`src/rtl/wdt_guard_pkg.sv`:
```
package wdt_guard_pkg;
  localparam int CTRL_W = 5;

  typedef enum logic [2:0] {
    RA_CTRL  = 3'd0,
    RA_IEN   = 3'd1,
    RA_STAT  = 3'd2,
    RA_LOAD  = 3'd3,
    RA_KICK  = 3'd4,
    RA_COUNT = 3'd5
  } reg_addr_e;

  // bit 0 enable, bit 1 interrupt mode, bits 2..4 stall qualifiers
  typedef struct packed {
    logic stall_wk_en;
    logic stall_hib_en;
    logic stall_dbg_en;
    logic irq_mode;
    logic enable;
  } ctrl_t;
endpackage

```
`src/rtl/wdt_guard_prescale.sv`:
```
module wdt_guard_prescale #(
  parameter int DIV = 33
) (
  input  logic clk,
  input  logic rst_n,
  input  logic clear,
  input  logic run,
  input  logic tick_in,
  output logic step
);
  localparam int PW = (DIV > 1) ? $clog2(DIV) : 1;
  localparam logic [PW-1:0] LAST = PW'(DIV - 1);

  logic [PW-1:0] pcnt;

  assign step = run && tick_in && (pcnt == LAST);

  always_ff @(posedge clk) begin
    if (!rst_n)             pcnt <= '0;
    else if (clear)         pcnt <= '0;
    else if (run && tick_in) pcnt <= (pcnt == LAST) ? '0 : pcnt + 1'b1;
  end

  // prescale phase never leaves its range
  a_r4_phase_range: assert property (@(posedge clk) disable iff (!rst_n)
    {1'b0, pcnt} < (PW+1)'(DIV));
  // a held prescaler stays put
  a_r11_phase_hold: assert property (@(posedge clk) disable iff (!rst_n)
    (!run && !clear) |=> $stable(pcnt));
endmodule

```
`src/rtl/wdt_guard_regs.sv`:
```
module wdt_guard_regs
  import wdt_guard_pkg::*;
#(
  parameter int DW = 16,
  parameter logic [DW-1:0] LOAD_RST = '1
) (
  input  logic          clk,
  input  logic          rst_n,
  input  logic          wr_en,
  input  logic [2:0]    addr,
  input  logic [DW-1:0] wdata,
  input  logic [DW-1:0] cnt,
  input  logic          set_flag,
  output logic [DW-1:0] rdata,
  output ctrl_t         ctrl,
  output logic          ien,
  output logic          flag,
  output logic [DW-1:0] load_q,
  output logic          start,
  output logic          kick
);
  reg_addr_e ra;
  logic      w1c;

  assign ra    = reg_addr_e'(addr);
  assign start = wr_en && (ra == RA_CTRL) && wdata[0] && !ctrl.enable;
  assign kick  = wr_en && (ra == RA_KICK);
  assign w1c   = wr_en && (ra == RA_STAT) && wdata[0];

  always_ff @(posedge clk) begin
    if (!rst_n) begin
      ctrl   <= '0;
      ien    <= 1'b0;
      flag   <= 1'b0;
      load_q <= LOAD_RST;
    end else begin
      if (wr_en && ra == RA_CTRL) ctrl <= ctrl_t'(wdata[CTRL_W-1:0]);
      if (wr_en && ra == RA_IEN)  ien  <= wdata[0];
      if (wr_en && ra == RA_LOAD) load_q <= (wdata == '0) ? DW'(1) : wdata;
      if (set_flag)               flag <= 1'b1;
      else if (w1c)               flag <= 1'b0;
    end
  end

  always_comb begin
    case (ra)
      RA_CTRL:  rdata = {{(DW-CTRL_W){1'b0}}, ctrl};
      RA_IEN:   rdata = {{(DW-1){1'b0}}, ien};
      RA_STAT:  rdata = {{(DW-1){1'b0}}, flag};
      RA_LOAD:  rdata = load_q;
      RA_COUNT: rdata = cnt;
      default:  rdata = '0;
    endcase
  end

  // the stored load value is never zero
  a_r10_load_nonzero: assert property (@(posedge clk) disable iff (!rst_n)
    load_q != '0);
  // the flag only falls through a write of one
  a_r8_flag_sticky: assert property (@(posedge clk) disable iff (!rst_n)
    (flag && !w1c) |=> flag);
endmodule

```
`src/rtl/wdt_guard_counter.sv`:
```
module wdt_guard_counter #(
  parameter int DW = 16,
  parameter logic [DW-1:0] LOAD_RST = '1
) (
  input  logic          clk,
  input  logic          rst_n,
  input  logic          start,
  input  logic          kick,
  input  logic          step,
  input  logic          irq_mode,
  input  logic [DW-1:0] load_q,
  output logic [DW-1:0] cnt,
  output logic          set_flag,
  output logic          rst_req
);
  logic last_step;
  logic expire;

  assign last_step = (cnt <= DW'(1));
  assign expire    = step && !kick && !start && last_step;
  assign set_flag  = expire && irq_mode;

  always_ff @(posedge clk) begin
    if (!rst_n) begin
      cnt     <= LOAD_RST;
      rst_req <= 1'b0;
    end else begin
      rst_req <= expire && !irq_mode;
      if (start || kick)   cnt <= load_q;
      else if (step)       cnt <= last_step ? load_q : cnt - 1'b1;
    end
  end

  // reset request lasts one cycle
  a_r5_single_pulse: assert property (@(posedge clk) disable iff (!rst_n)
    rst_req |=> !rst_req);
  // interrupt mode never asks for reset
  a_r6_mode_blocks_reset: assert property (@(posedge clk) disable iff (!rst_n)
    rst_req |-> !$past(irq_mode));
  // a kick reloads the counter
  a_r9_kick_reload: assert property (@(posedge clk) disable iff (!rst_n)
    kick |=> (cnt == $past(load_q)));
  // no start, kick or step means the count is unchanged
  a_r3_idle_hold: assert property (@(posedge clk) disable iff (!rst_n)
    (!start && !kick && !step) |=> $stable(cnt));
endmodule

```
`src/rtl/wdt_guard.sv`:
```
module wdt_guard
  import wdt_guard_pkg::*;
#(
  parameter int DW = 16,
  parameter int PRESCALE = 33,
  parameter logic [DW-1:0] LOAD_RST = '1
) (
  input  logic          clk,
  input  logic          rst_n,
  input  logic          tick_32k,
  input  logic          wr_en,
  input  logic [2:0]    addr,
  input  logic [DW-1:0] wdata,
  output logic [DW-1:0] rdata,
  input  logic          stall_dbg,
  input  logic          stall_hib,
  input  logic          stall_wk,
  output logic          irq,
  output logic          rst_req
);
  ctrl_t         ctrl;
  logic          ien, flag, start, kick, step, set_flag, stall_any, run;
  logic [DW-1:0] load_q, cnt;

  assign stall_any = (ctrl.stall_dbg_en && stall_dbg) ||
                     (ctrl.stall_hib_en && stall_hib) ||
                     (ctrl.stall_wk_en  && stall_wk);
  assign run = ctrl.enable && !stall_any;
  assign irq = flag && ien;

  wdt_guard_regs #(.DW(DW), .LOAD_RST(LOAD_RST)) u_regs (
    .clk(clk), .rst_n(rst_n), .wr_en(wr_en), .addr(addr), .wdata(wdata),
    .cnt(cnt), .set_flag(set_flag), .rdata(rdata), .ctrl(ctrl), .ien(ien),
    .flag(flag), .load_q(load_q), .start(start), .kick(kick)
  );

  wdt_guard_prescale #(.DIV(PRESCALE)) u_pre (
    .clk(clk), .rst_n(rst_n), .clear(start || kick), .run(run),
    .tick_in(tick_32k), .step(step)
  );

  wdt_guard_counter #(.DW(DW), .LOAD_RST(LOAD_RST)) u_cnt (
    .clk(clk), .rst_n(rst_n), .start(start), .kick(kick), .step(step),
    .irq_mode(ctrl.irq_mode), .load_q(load_q), .cnt(cnt),
    .set_flag(set_flag), .rst_req(rst_req)
  );

  // a qualified stall freezes the count
  a_r11_stall_freeze: assert property (@(posedge clk) disable iff (!rst_n)
    (stall_any && !start && !kick) |=> $stable(cnt));
  // a disabled watchdog never requests reset
  a_r3_off_quiet: assert property (@(posedge clk) disable iff (!rst_n)
    rst_req |-> $past(ctrl.enable));
endmodule

```
`config.mk`:
```
export PLATFORM = sky130hd
export DESIGN_NAME = wdt_guard
export DESIGN_NICKNAME = d
export VERILOG_FILES = /design/src/rtl/wdt_guard_pkg.sv /design/src/rtl/wdt_guard_prescale.sv /design/src/rtl/wdt_guard_regs.sv /design/src/rtl/wdt_guard_counter.sv /design/src/rtl/wdt_guard.sv
export SDC_FILE = /design/constraint.sdc
export NUM_CORES = 1
export LEC_CHECK = 0
export BUFFER_PORTS_ARGS = -buffer_cell sky130_fd_sc_hd__buf_4
export CORE_MARGIN = 2
export CORE_UTILIZATION = 35
export CTS_CLUSTER_DIAMETER = 30
export DETAILED_ROUTE_END_ITERATION = 8
export SYNTH_ARGS = -nofsm -noshare
export SYNTH_HDL_FRONTEND = slang
export SYNTH_SLANG_ARGS = --single-unit
```
`constraint.sdc`:
```
create_clock -name clk -period 3 [get_ports clk]
set_input_delay 0.15 -clock clk [delete_from_list [all_inputs] [get_ports clk]]
set_output_delay 0.15 -clock clk [all_outputs]
set_load 0.1 [all_outputs]
```
Yosys cells after proc, flatten, opt, wreduce, memory -nomap -nowiden
Index checks and enable logic that the tools add are counted.
W data, S select, Z words.

word-level totals
  flip-flop bits (word level) = 46
  latch bits = 0
  bits in writable memories = 0
  ROM bits = 0
  output and inout port bits = 18
  memories kept = 0

cells by class
  add/subtract/negate cells = 2
  multipliers = 0
  divide/modulo/power cells = 0
  $lt $le $gt $ge = 1
  eq/ne operators = 6
  shift operators = 0
  muxes and demuxes = 8
  bitwise gates (word level) = 1
  reductions and logical operators = 33

operators by type and width
  operator                 number
  $pmux W16 S5             1
  $mux W16                 4
  $logic_and A1 B1 Y1      20
  $le A16 B1 Y1 const B    1
  $logic_not A16 Y1        1
  $sub A16 B1 Y16 const B  1
  $add A6 B1 Y6 const B    1
  $eq A3 B2 Y1 const B     2
  $eq A3 B3 Y1 const B     2
  $eq A6 B6 Y1 const B     1
  $mux W6                  1
  $logic_not A1 Y1         5
  $reduce_bool A2 Y1       2
  $eq A3 B1 Y1 const B     1
  $logic_not A3 Y1         1
  $logic_or A1 B1 Y1       3
  $mux W1                  2
  $reduce_or A2 Y1         1
  $not A1 Y1               1

Logic depth before layout (Yosys ltp)
  word-level depth = 12
  depth in mapped cells = 8

Hierarchy
A second synthesis with hierarchy kept.

second synthesis, totals
  cells, all modules = 347
  area total of the unflattened synthesis = 2,767.7 um^2

by module, submodules not included
  module              times used  cells each  area an instance (um^2)
  wdt_guard_regs      1           153         1,218.7
  wdt_guard_counter   1           150         1,201.2
  wdt_guard_prescale  1           39          317.8
  wdt_guard           1           5           30.0

Worst setup path before layout
OpenSTA, ideal clock, no wires.

  path kind = reg-to-output
  start point = register, netlist name u_regs.ctrl[0]
  end point = output port rdata[0]
  arrival time = 2.666 ns
  data required time = 2.850 ns
  path slack = 0.184 ns
  stages on the path, launching flop included = 3
  buffers on the path = 0
  path through = dfxtp_1 mux2i_1 o31ai_1

between the ends
  longest elaborated chain between the ends = 1

RTL lines
  what           line                  text
  $pmux W16 S5   wdt_guard_regs.sv:46  case (ra)
  end, declared  wdt_guard.sv:14       output logic [DW-1:0] rdata,

No other way between the ends.

Worst setup path in the final report
  start point = register u_cnt.cnt[4]
  end point = register u_cnt.cnt[9]

between the ends
  longest elaborated chain between the ends = 4

RTL lines
  what                                                     line                                              text
  start, declared                                          wdt_guard_counter.sv:12                           output logic [DW-1:0] cnt,
  start signal, assigned                                   wdt_guard_counter.sv:29                           if (start || kick) cnt <= load_q;
  start signal, assigned                                   wdt_guard_counter.sv:30                           else if (step) cnt <= last_step ? load_q : cnt - 1'b1;
  $sub A16 B1 Y16 / $le A16 B1 Y1 (equally long branches)  wdt_guard_counter.sv:30, wdt_guard_counter.sv:19
  $mux W16 (*) (2 in series)                               wdt_guard_counter.sv:30
  $mux W16 (*)                                             wdt_guard_counter.sv:29

Mark *: on every way between the ends. The rest lies on a longest branch, timed or not. The select of a mux whose other input is x is not followed.
A chain may end at the register's enable or synchronous reset.

==> results.yml <==
clocking:
  clk_pin_slew_worst_paths_ns: 0.09
  clkLatencyLatePin_ns: 0.30
  numCtsBuffers: 5
  cts_setup_buffers: 0
  cts-root-buf: "clkbuf_8"
  cts_tree: "built"
  numClockSinks: 46
  clockBufferDepth: 2
  cts.repair.resized: 0
  htreeDepth: 2
  cts_hold_buf: 0
drt:
  totalWireLength_mm: 7.57
  met3_length_microns: 316
  drt-vias-per-instance: 5.46
  highest_layer: "met4"
  ant_nets: 0
  drtIter0Drc: 119
  wl_met1_mm: 3.59
  met2_length_mm: 3.61
  vias: 2617
  wl_per_cell_microns: 15.8
  dr.pass1.iters: 4
  drc_errors: 0
pwr:
  ir_drop_mv: 0.239
  total_power_mw: 1.31
  p_leak_nw: 1.34
  powerDensity_nw_per_um2: 409
global_routing:
  grt_pass1_wl_mm: 12.9
  first_global_vias: 2582
  grt_max_degree: 43
  track_usage_pct: 18.8
  antenna_found_initial: 0
  grt.overflow.total: 0
floorplanning:
  die_area_sq_um: 8460
  core_area_sq_um: 7610
  io_pins: 44
  die_w_microns: 92.0
  rows: 32
  die_y_microns: 92.0
  start_util_pct: 35.6
setup_path:
  end_kind: "flop"
  crit_buf_inv: 1
  cpLargestDelayFamily: "compound AO/OA/AOI/OAI gates"
  path_cells: "nor3_1 > o2111ai_1 > o21ai_0 > buf_4 > nor3b_1 > o41ai_1"
  arrival_ns: 2.60
  crit_path_max_incr_delay_ns: 0.50
  crit_fanout: 8
  cp.required_ns: 3.20
  crit_slowest_cell: "nor3_1"
  critPathKind: "reg -> reg"
  startpoint_type: "flop"
yosys:
  syn_area_per_cell_sq_um: 7.90
  synth_area_leaders: "dfxtp_1 34%, nand2_1 6.5%, mux2i_1 5.5%"
  synth_top_area_share_pct: 34.0
  yosys_register_bits: 46
  yosys_warnings: 0
  synth_edf_count: 0
  synth.most_common_cell: "nand2_1"
  synth-seq-area-share_pct: 34.0
  synth_area_sq_um: 2710
  synth_top_cells_by_count: "47 x nand2_1, 46 x dfxtp_1, 23 x nand3_1"
  synth_cell_types: 51
  ys.flop_type: "dfxtp_1"
  yosysTopAreaCell: "dfxtp_1"
  syn-num-nets: 373
  syn_inst: 343
  synthArstFlopShare_pct: 0
placed_design:
  hpwlAfterDp_mm: 5.67
  portBuffers: 43
  place_ws_ns: 0.708
  globalplace.congestion: 0.894
timing:
  tightest_slew_ns: 1.02
  finalSetupViolations: 0
  clock_skew_ns: 0.00602
  fin_crit_ns: 2.40
  max_freq_mhz: 417
  finalMaxSlewViolations: 0
  hold-worst-slack_ns: 0.0700
  rsz0062_at_grt: "no"
  relSlewSlack_pct: 32.1
  fin_tns_setup_ns: 0
  final.setup.worst_slack_ns: 0.603
  finalHoldViolCount: 0
  finalCritPeriodShare_pct: 79.9
cells_and_area:
  nNetsFinal: 406
  insertedDiodeCount: 0
  area_growth_pct: 18.2
  fillerInstances: 819
  drive_gt1_share_pct: 16.7
job:
  drv_cap: 0
min_path:
  hp-class: "in -> reg"
run_status:
  status: "complete, no violations"
==> worst min-delay path, stage by stage <==
cell	delay [ns]
buf_4	0.08
nand2_1	0.04
nand3_1	0.06
==> cell usage in the layout, fill, tap and decap left out, drive strengths merged, types with 6 or more instances in the layout <==
| cell type | synthesis | final |
|---|---|---|
| buf | 2 | 49 |
| nand2 | 47 | 47 |
| dfxtp | 46 | 46 |
| nand3 | 23 | 23 |
| nor2b | 20 | 20 |
| nor2 | 19 | 19 |
| mux2i | 15 | 15 |
| nor3 | 15 | 15 |
| a22oi | 12 | 12 |
| o21ai | 12 | 12 |
| inv | 11 | 11 |
| a22o | 8 | 8 |
| nand4 | 8 | 8 |
| a21oi | 8 | 8 |
| clkbuf | 21 | 6 |
==> per-stage QoR <==
stage                     cells  instance area (sq um)  util [%]
after floorplan             343                   2710         -
after global placement      471                   3120      41.0
after detailed placement    471                   3120      41.0
after CTS                   479                   3200      42.1
after global routing        479                   3200      42.1
final                       479                   3200      42.1
==> where the power goes <==
group,internal [mW],switching (mW)
clock,0.165,0.224
combinational,0.0862,0.193
sequential,0.624,0.0177
total,0.875,0.435
==> area by class of cell <==
cell class                 count  area [sq um]  share of cell area [%]
timing repair buffer          49           368                    11.5
clock buffer                   6          72.6                    2.27
tap                          102           128                    3.98
inverter                      11          41.3                    1.29
multi-input combinational    263          1660                    51.8
sequential                    46           921                    28.8
clock inverter                 2          13.8                   0.430
==> registers in the layout, indices dropped and copies added, names as in the netlist <==
| register | cells |
|---|---|
| u_regs.ien | 1 |
| u_regs.flag | 1 |
| u_regs.load_q | 16 |
| u_cnt.rst_req | 1 |
| u_cnt.cnt | 16 |
| u_regs.ctrl | 5 |
| u_pre.pcnt | 6 |
==> worst paths after layout <==
path | startpoint | endpoint | slack (ns) | cells past startpoint
worst max-delay path | u_cnt.cnt[4]$_SDFFE_PN1P_ | u_cnt.cnt[9]$_SDFFE_PN1P_ | 0.60 | 6
worst min-delay path | wdata[9] | u_regs.load_q[9]$_SDFFE_PN1P_ | 0.07 | 3
worst max register to register | u_cnt.cnt[4]$_SDFFE_PN1P_ | u_cnt.cnt[9]$_SDFFE_PN1P_ | 0.60 | 6
worst min register to register | u_regs.flag$_SDFFE_PN0P_ | u_regs.flag$_SDFFE_PN0P_ | 0.49 | 2
==> per-layer routing <==
layer / up-vias / track usage (%)
met4: 0 / 4.23
met2: 62 / 31.1
met1: 1220 / 25.8
met5: - / 0
met3: 6 / 2.96
li1: 1329 / -
==> kinds of logic after synthesis <==
| logic type | after synthesis | share of synthesized area (%) |
|---|---|---|
| AND/OR/NAND/NOR | 165 | 32.3 |
| AO/OA/AOI/OAI | 73 | 19.6 |
| flip-flops | 46 | 34.0 |
| buffers and inverters | 34 | 4.80 |
| multiplexers | 15 | 5.54 |
| XOR/XNOR | 6 | 1.94 |
| adder cells (fa/ha/maj) | 4 | 1.85 |
No activity file was read; power rests on OpenSTA's default activity.
